==> src/rtl/bl_pwm_gen.sv <==
module bl_pwm_gen #(
  parameter logic [7:0] BASE_ADDR = 8'hA0,
  parameter logic [7:0] PADF_ADDR = 8'hA6,
  parameter int         PIN_IDX   = 3
) (
  input  logic       clk,
  input  logic       rst_n,
  input  logic       reg_wr,
  input  logic [7:0] reg_addr,
  input  logic [7:0] reg_wdata,
  output logic [7:0] reg_rdata,
  input  logic       gpio_dout,
  output logic       pad_out,
  output logic       pad_oe
);
  localparam logic [7:0] A_PRE = BASE_ADDR;
  localparam logic [7:0] A_SCL = BASE_ADDR + 8'd1;
  localparam logic [7:0] A_SCH = BASE_ADDR + 8'd2;
  localparam logic [7:0] A_DTL = BASE_ADDR + 8'd3;
  localparam logic [7:0] A_DTH = BASE_ADDR + 8'd4;
  localparam logic [7:0] A_CTL = BASE_ADDR + 8'd5;
  localparam int         FSEL  = 2 * PIN_IDX;

  logic [7:0]  r_pre, r_padf;
  logic [15:0] r_scale, r_duty;
  logic        r_en, r_inv;

  always_ff @(posedge clk or negedge rst_n) begin
    if (!rst_n) begin
      r_pre   <= '0;
      r_scale <= '0;
      r_duty  <= '0;
      r_en    <= 1'b0;
      r_inv   <= 1'b0;
      r_padf  <= '0;
    end else if (reg_wr) begin
      case (reg_addr)
        A_PRE:     r_pre         <= reg_wdata;
        A_SCL:     r_scale[7:0]  <= reg_wdata;
        A_SCH:     r_scale[15:8] <= reg_wdata;
        A_DTL:     r_duty[7:0]   <= reg_wdata;
        A_DTH:     r_duty[15:8]  <= reg_wdata;
        A_CTL:     {r_en, r_inv} <= reg_wdata[1:0];
        PADF_ADDR: r_padf        <= reg_wdata;
        default: ;
      endcase
    end
  end

  always_comb begin
    case (reg_addr)
      A_PRE:     reg_rdata = r_pre;
      A_SCL:     reg_rdata = r_scale[7:0];
      A_SCH:     reg_rdata = r_scale[15:8];
      A_DTL:     reg_rdata = r_duty[7:0];
      A_DTH:     reg_rdata = r_duty[15:8];
      A_CTL:     reg_rdata = {6'd0, r_en, r_inv};
      PADF_ADDR: reg_rdata = r_padf;
      default:   reg_rdata = '0;
    endcase
  end

  logic [7:0]  a_pd, pre_cnt;
  logic [15:0] a_scale, a_duty, per_cnt;
  logic        a_inv, run;

  wire [7:0] pd_eff = (r_pre == 8'd0) ? 8'd1 : r_pre;
  wire       tick   = (pre_cnt == a_pd - 8'd1);
  wire       wrap   = tick && (per_cnt == a_scale);

  always_ff @(posedge clk or negedge rst_n) begin
    if (!rst_n) begin
      run     <= 1'b0;
      pre_cnt <= '0;
      per_cnt <= '0;
      a_pd    <= 8'd1;
      a_scale <= '0;
      a_duty  <= '0;
      a_inv   <= 1'b0;
    end else if (!r_en) begin
      run     <= 1'b0;
      pre_cnt <= '0;
      per_cnt <= '0;
    end else if (!run || wrap) begin
      run     <= 1'b1;
      pre_cnt <= '0;
      per_cnt <= '0;
      a_pd    <= pd_eff;
      a_scale <= r_scale;
      a_duty  <= r_duty;
      a_inv   <= r_inv;
    end else if (tick) begin
      pre_cnt <= '0;
      per_cnt <= per_cnt + 16'd1;
    end else begin
      pre_cnt <= pre_cnt + 8'd1;
    end
  end

  wire [16:0] hi_len = (a_duty > a_scale) ? ({1'b0, a_scale} + 17'd1) : {1'b0, a_duty};
  wire        active = ({1'b0, per_cnt} < hi_len);
  wire        pwm    = (run && r_en) ? (active ^ a_inv) : r_inv;

  always_comb begin
    case (r_padf[FSEL +: 2])
      2'b01:   begin pad_oe = 1'b1; pad_out = gpio_dout; end
      2'b10:   begin pad_oe = 1'b1; pad_out = pwm;       end
      default: begin pad_oe = 1'b0; pad_out = 1'b0;      end
    endcase
  end

  AST_PER_RANGE: assert property (@(posedge clk) disable iff (!rst_n)
    run |-> per_cnt <= a_scale);
  AST_PRE_RANGE: assert property (@(posedge clk) disable iff (!rst_n)
    run |-> (pre_cnt < a_pd && a_pd != 8'd0));
  AST_HOLD_OFF: assert property (@(posedge clk) disable iff (!rst_n)
    !r_en |=> (pre_cnt == 8'd0 && per_cnt == 16'd0 && !run));
  AST_SHADOW_HOLD: assert property (@(posedge clk) disable iff (!rst_n)
    (run && !wrap) |=> ($stable(a_duty) && $stable(a_scale) && $stable(a_pd)));
  AST_PAD_OFF: assert property (@(posedge clk) disable iff (!rst_n)
    (reg_wr && reg_addr == PADF_ADDR && reg_wdata[FSEL +: 2] == 2'b00) |=> !pad_oe);
endmodule

==> config.mk <==
export PLATFORM = sky130hd
export DESIGN_NAME = bl_pwm_gen
export DESIGN_NICKNAME = d
export VERILOG_FILES = /design/src/rtl/bl_pwm_gen.sv
export SDC_FILE = /design/constraint.sdc
export NUM_CORES = 1
export LEC_CHECK = 0
export CAP_MARGIN = 20
export CORE_UTILIZATION = 40
export DETAILED_ROUTE_END_ITERATION = 10
export PLACE_DENSITY = 0.68
export SYNTH_ARGS = -nofsm -noshare
export SYNTH_HDL_FRONTEND = slang
export SYNTH_SLANG_ARGS = --single-unit
==> constraint.sdc <==
create_clock -name clk -period 4.7 [get_ports clk]
set_input_delay 0.705 -clock clk [delete_from_list [all_inputs] [get_ports clk]]
set_output_delay 0.705 -clock clk [all_outputs]
set_load 0.01 [all_outputs]
After elaboration in Yosys (flattened, before gate mapping) --
Index checks and enable logic that the tools add are counted. Widths: inputs -> output; s select.
Operators by class: add/subtract/negate cells 4, order comparisons 2, eq/ne operators 13, multiplexer cells 14, bitwise logic cells 1, reductions and logical operators 14
Operators with widths (number):
- $eq 8x8->1 const B | 7
- $pmux 8 s7 | 1
- $mux 16 | 3
- $mux 8 | 4
- $add 16x1->17 const B | 1
- $lt 16x17->1 | 1
- $mux 17 | 1
- $add 16x1->16 const B | 1
- $eq 16x16->1 | 1
- $gt 16x16->1 | 1
- $reduce_and 2->1 | 8
- $add 8x1->8 const B | 1
- $eq 8x8->1 | 1
- $logic_not 8->1 | 1
- $sub 8x1->8 const B | 1
- $mux 1 | 4
- $ne 3x1->1 const B | 1
- $eq 2x1->1 const B | 1
- $eq 2x2->1 const B | 1
- $logic_and 1x1->1 | 2
- $ne 2x1->1 const B | 1
- $pmux 1 s2 | 1
- $reduce_or 2->1 | 1
- $logic_not 1->1 | 1
- other kinds (2) | 2
Word-level totals: bits in registers 116, output and inout port bits 10, word-level logic and storage cells 63

Depth between registers and ports, before layout --
depth after elaboration 6, depth in mapped cells 19

Least setup slack after synthesis --
OpenSTA, ideal clock, no wires.
kind register -> output, from reg a_scale[7], to out pad_out, data arrival time 3.954 ns, data required time 3.995 ns, slack 0.041 ns, stages on the path, launching flop included 18, cell sequence dfrtp_1 clkbuf_1 inv_1 ha_1 nand4_1 a2111o_1 a31oi_1 clkbuf_1 clkbuf_1 o21ai_0 ha_1 a21o_1 a21o_1 a2111oi_0 o21a_1 o21ai_0 mux2i_1 o211a_1
On the way: word-level cells in the longest chain between the ends 6, elaborated cells on any way between the ends 7
RTL lines:
- start: declaration | line 64 | logic [15:0] a_scale, a_duty, per_cnt;
- start signal: assignment | line 89 | a_scale <= r_scale;
- $add 16x1->17 / $gt 16x16->1 (equally long branches) | line 100 | wire [16:0] hi_len = (a_duty > a_scale) ? ({1'b0, a_scale} + 17'd1) : {1'b0, a_duty};
- $mux 17 * | line 100
- $lt 16x17->1 * | line 101 | wire active = ({1'b0, per_cnt} < hi_len);
- $xor 1x1->1 * | line 102 | wire pwm = (run && r_en) ? (active ^ a_inv) : r_inv;
- $mux 1 * | line 102
- $pmux 1 s2 * | line 105 | case (r_padf[FSEL +: 2])
- end: declaration | line 13 | output logic pad_out,
Every way passes the cells marked *; elsewhere a longest branch is shown, timed or not.

Worst setup path in the final report --
from reg a_duty[0], to out pad_out
On the way: word-level cells in the longest chain between the ends 6
RTL lines:
- start: declaration | line 64
- start signal: assignment | line 90 | a_duty <= r_duty;
- $gt 16x16->1 | line 100
- $mux 17 * | line 100
- $lt 16x17->1 * | line 101
- $xor 1x1->1 * | line 102
- $mux 1 * | line 102
- $pmux 1 s2 * | line 105
Marked as above.

==> results.py <==
metrics = {
    "floorplanning": {
        "rows": 47,
        "pin_count": 30,
        "core_sq_um": 16500,
        "initial_core_util": 0.409,
        "die_area_sq_um": 17400,
        "die_y_um": 132,
        "die_w_um": 132,
    },
    "synth": {
        "synth_area_per_cell_sq_um": 10.7,
        "synth_nets": 687,
        "synth_xor_area_frac": 0.0596,
        "synth_seq_cells": 116,
        "synth_compound_area_frac": 0.126,
        "synth.distinct_cells": 58,
        "syn-instance-count": 630,
        "syn_area_sq_um": 6770,
        "synth.mux.area_fraction": 0.157,
        "ys_warn_count": 0,
        "synth_seq_area_share": 0.429,
        "synth_top_family_by_area": "multiplexers",
        "ys.flop_type": "dfrtp_1",
        "async_flop_share": 1.00,
        "yosys.area_share.adder": 0.0684,
        "synth_edf_count": 0,
        "synth_simple_gate_area_frac": 0.130,
    },
    "sta": {
        "setup_violations": 1,
        "fin_ws_ns": -0.0578,
        "finClkSkew_ns": 0.0115,
        "fin_hold_ws_ns": 0.108,
        "finalSetupTns_ns": -0.0578,
        "rsz0062_at_grt": "yes",
        "worst_slew_pin_slew_ns": 0.822,
        "period_share": 1.01,
        "min_period_ns": 4.76,
        "slew_headroom": 0.451,
        "hold_viol": 0,
        "slew_violations": 0,
        "fmax_mhz": 210,
    },
    "clock_tree": {
        "numCtsBuffers": 17,
        "cts_tree": "yes",
        "cts-root-buf": "clkbuf_16",
        "hold_buffers": 0,
        "clk_pin_slew_worst_paths_ns": 0.06,
        "clk_latency_ns": 0.43,
        "cts.path.max_buffers": 2,
        "htreeDepth": 4,
        "cts.sinks": 116,
    },
    "global_routing": {
        "grt.met2_usage": 0.348,
        "grt_max_degree": 82,
        "gr-max-usage-layer": "met2",
        "antenna_found_initial": 0,
        "grt.overflow.total": 0,
        "global_route.usage.met1": 0.276,
        "grt_pass1_wl_mm": 28.9,
        "met3_usage": 0.0392,
        "grt_use_total": 0.214,
        "grt_pass1_vias": 5414,
    },
    "finish": {
        "final_nets": 777,
        "layout.cells.non_filler": 953,
        "fin_area_sq_um": 8500,
        "fin_util": 0.514,
        "final_common_cell": "dfrtp_1",
        "mostFrequentLayoutCells": "dfrtp_1 (115), mux2_2 (91), buf_4 (56)",
        "n_antenna_cell": 0,
        "drive_gt1_frac": 0.302,
        "syn_to_final_growth_pct": 25.6,
    },
    "outcome": {
        "violations": "negative setup slack",
        "status": "finished with violations",
    },
    "detailed_routing": {
        "routed_via_density": 5.74,
        "remaining_drc_errors": 0,
        "vias": 5473,
        "firstDrtPassIters": 5,
        "avgRoutedWirePerCell_um": 19.1,
        "drtIter0Drc": 391,
        "drtAntennaViolNets": 0,
        "wirelength_mm": 18.2,
    },
    "setup_path": {
        "worstPathRequired_ns": 3.99,
        "endpoint_kind": "output pin",
        "cp_max_fo": 7,
        "r2r_start": "a_pd[0]$_DFFE_PN1P_",
        "critPathLaunchType": "flop",
        "arrival_ns": 4.05,
        "setup.worst_path.start": "a_duty[0]$_DFFE_PN0P_",
        "worstSetupPathType": "flop to output pin",
    },
    "placed_design": {
        "dp_hpwl_mm": 13.0,
        "port_buffers": 29,
        "dpl_cell_area_sq_um": 7570,
        "dp_slack_ns": -0.0573,
        "place_inst": 905,
        "place.gp.congestion": 0.880,
    },
    "pwr": {
        "ir_worst_vdd_mv": 0.308,
        "power_switching_share": 0.332,
        "p_clk_frac": 0.352,
        "switchingPower_mw": 1.26,
        "power.total_mw": 3.81,
        "leakagePower_nw": 3.87,
        "combPwrFrac": 0.361,
        "power_frac_seq": 0.287,
        "powerDensity_nw_per_um2": 448,
        "p_int_mw": 2.55,
    },
    "run": {
        "drv_cap": 0,
    },
    "min_path": {
        "worst_hold_path_type": "primary input to async pin",
    },
}
[cell usage after synthesis, drive strengths merged (5+ instances only)]
master / n / area share
and3: 9 / 0.0083
buf: 5 / 0.0083
inv: 23 / 0.013
a22oi: 22 / 0.024
xnor2: 39 / 0.050
ha: 37 / 0.068
nand3: 30 / 0.022
dfrtp: 115 / 0.43
nor4: 6 / 0.0055
nand4: 12 / 0.011
a21o: 5 / 0.0055
or4: 5 / 0.0055
a21oi: 27 / 0.020
nor2: 22 / 0.012
o21ai: 28 / 0.021
nand2: 46 / 0.026
or3: 9 / 0.0098
mux2: 91 / 0.15
o31ai: 9 / 0.011
clkbuf: 15 / 0.0083
nor3: 7 / 0.0052
and2: 8 / 0.0078
xor2: 7 / 0.0091
[path summary, 6_finish.rpt]
path	depth (start not counted)	endpoint	slack (ns)
setup / recovery	18	pad_out	-0.06
hold reg to reg	1	r_padf[0]$_DFFE_PN0P_	0.51
max in group asynchronous	3	a_duty[7]$_DFFE_PN0P_	3.48
setup reg to reg	9	per_cnt[2]$_DFFE_PN0P_	1.60
hold / removal	1	r_padf[2]$_DFFE_PN0P_	0.11
min in group clk	1	r_padf[0]$_DFFE_PN0P_	0.51
[area by class of cell]
type	count	area, sq um
clock inverter	15	185
sequential	116	2900
inverter	23	86.3
tap	220	275
timing repair buffer	91	808
multi-input combinational	471	3810
fill	1395	8030
clock buffer	17	425
[registers in the layout, indices dropped and copies added (netlist names)]
| name | count |
|---|---|
| a_duty | 16 |
| a_inv | 1 |
| a_pd | 8 |
| a_scale | 16 |
| per_cnt | 16 |
| pre_cnt | 8 |
| r_duty | 16 |
| r_en | 1 |
| r_inv | 1 |
| r_padf | 8 |
| r_pre | 8 |
| r_scale | 16 |
| run | 1 |
[worst max-delay path: stages (launching register included)]
cell and delay [ns]:
dfrtp_1 0.35, inv_1 0.11, ha_1 0.25, nor2b_4 0.12, o211ai_1 0.09, a2111o_1 0.49
a31oi_4 0.33, buf_6 0.19, nand2_2 0.05, o21ai_2 0.07, ha_1 0.26, a21o_1 0.17
a211o_1 0.26, o211ai_1 0.11, a21oi_2 0.11, a2bb2oi_2 0.15, a21o_1 0.15, o211a_1 0.21
buf_2 0.14
[kinds of logic after synthesis]
group           Yosys count
buf+inv                  43
mux                      95
simple gates            169
fa+ha+maj                37
xor+xnor                 46
compound gates          124
flops                   116
[routing by layer]
metal	share of wire	vias to the layer above
met3	0.049	47
met1	0.43	2711
met4	0.034	0
met2	0.49	200
li1	-	2515
met5	0	-
[power by group through the flow]
stage | Sequential [mW] | Combinational [mW] | Clock [mW]
3_5_place_dp | 1.11 | 0.988 | 0
6_report | 1.09 | 1.38 | 1.34
5_1_grt | 1.10 | 1.48 | 1.39
4_1_cts | 1.09 | 1.11 | 1.35
3_3_place_gp | 1.11 | 0.950 | 0
2_1_floorplan | 1.09 | 0.671 | 0
[what timing repair did]
item                       in CTS  in global routing
resized for setup              20                 25
gates cloned                    1                  1
setup endpoints to repair       1                  1
pin swaps                       7                 25
setup buffers                   3                  9
No activity file was read; power rests on OpenSTA's default activity.
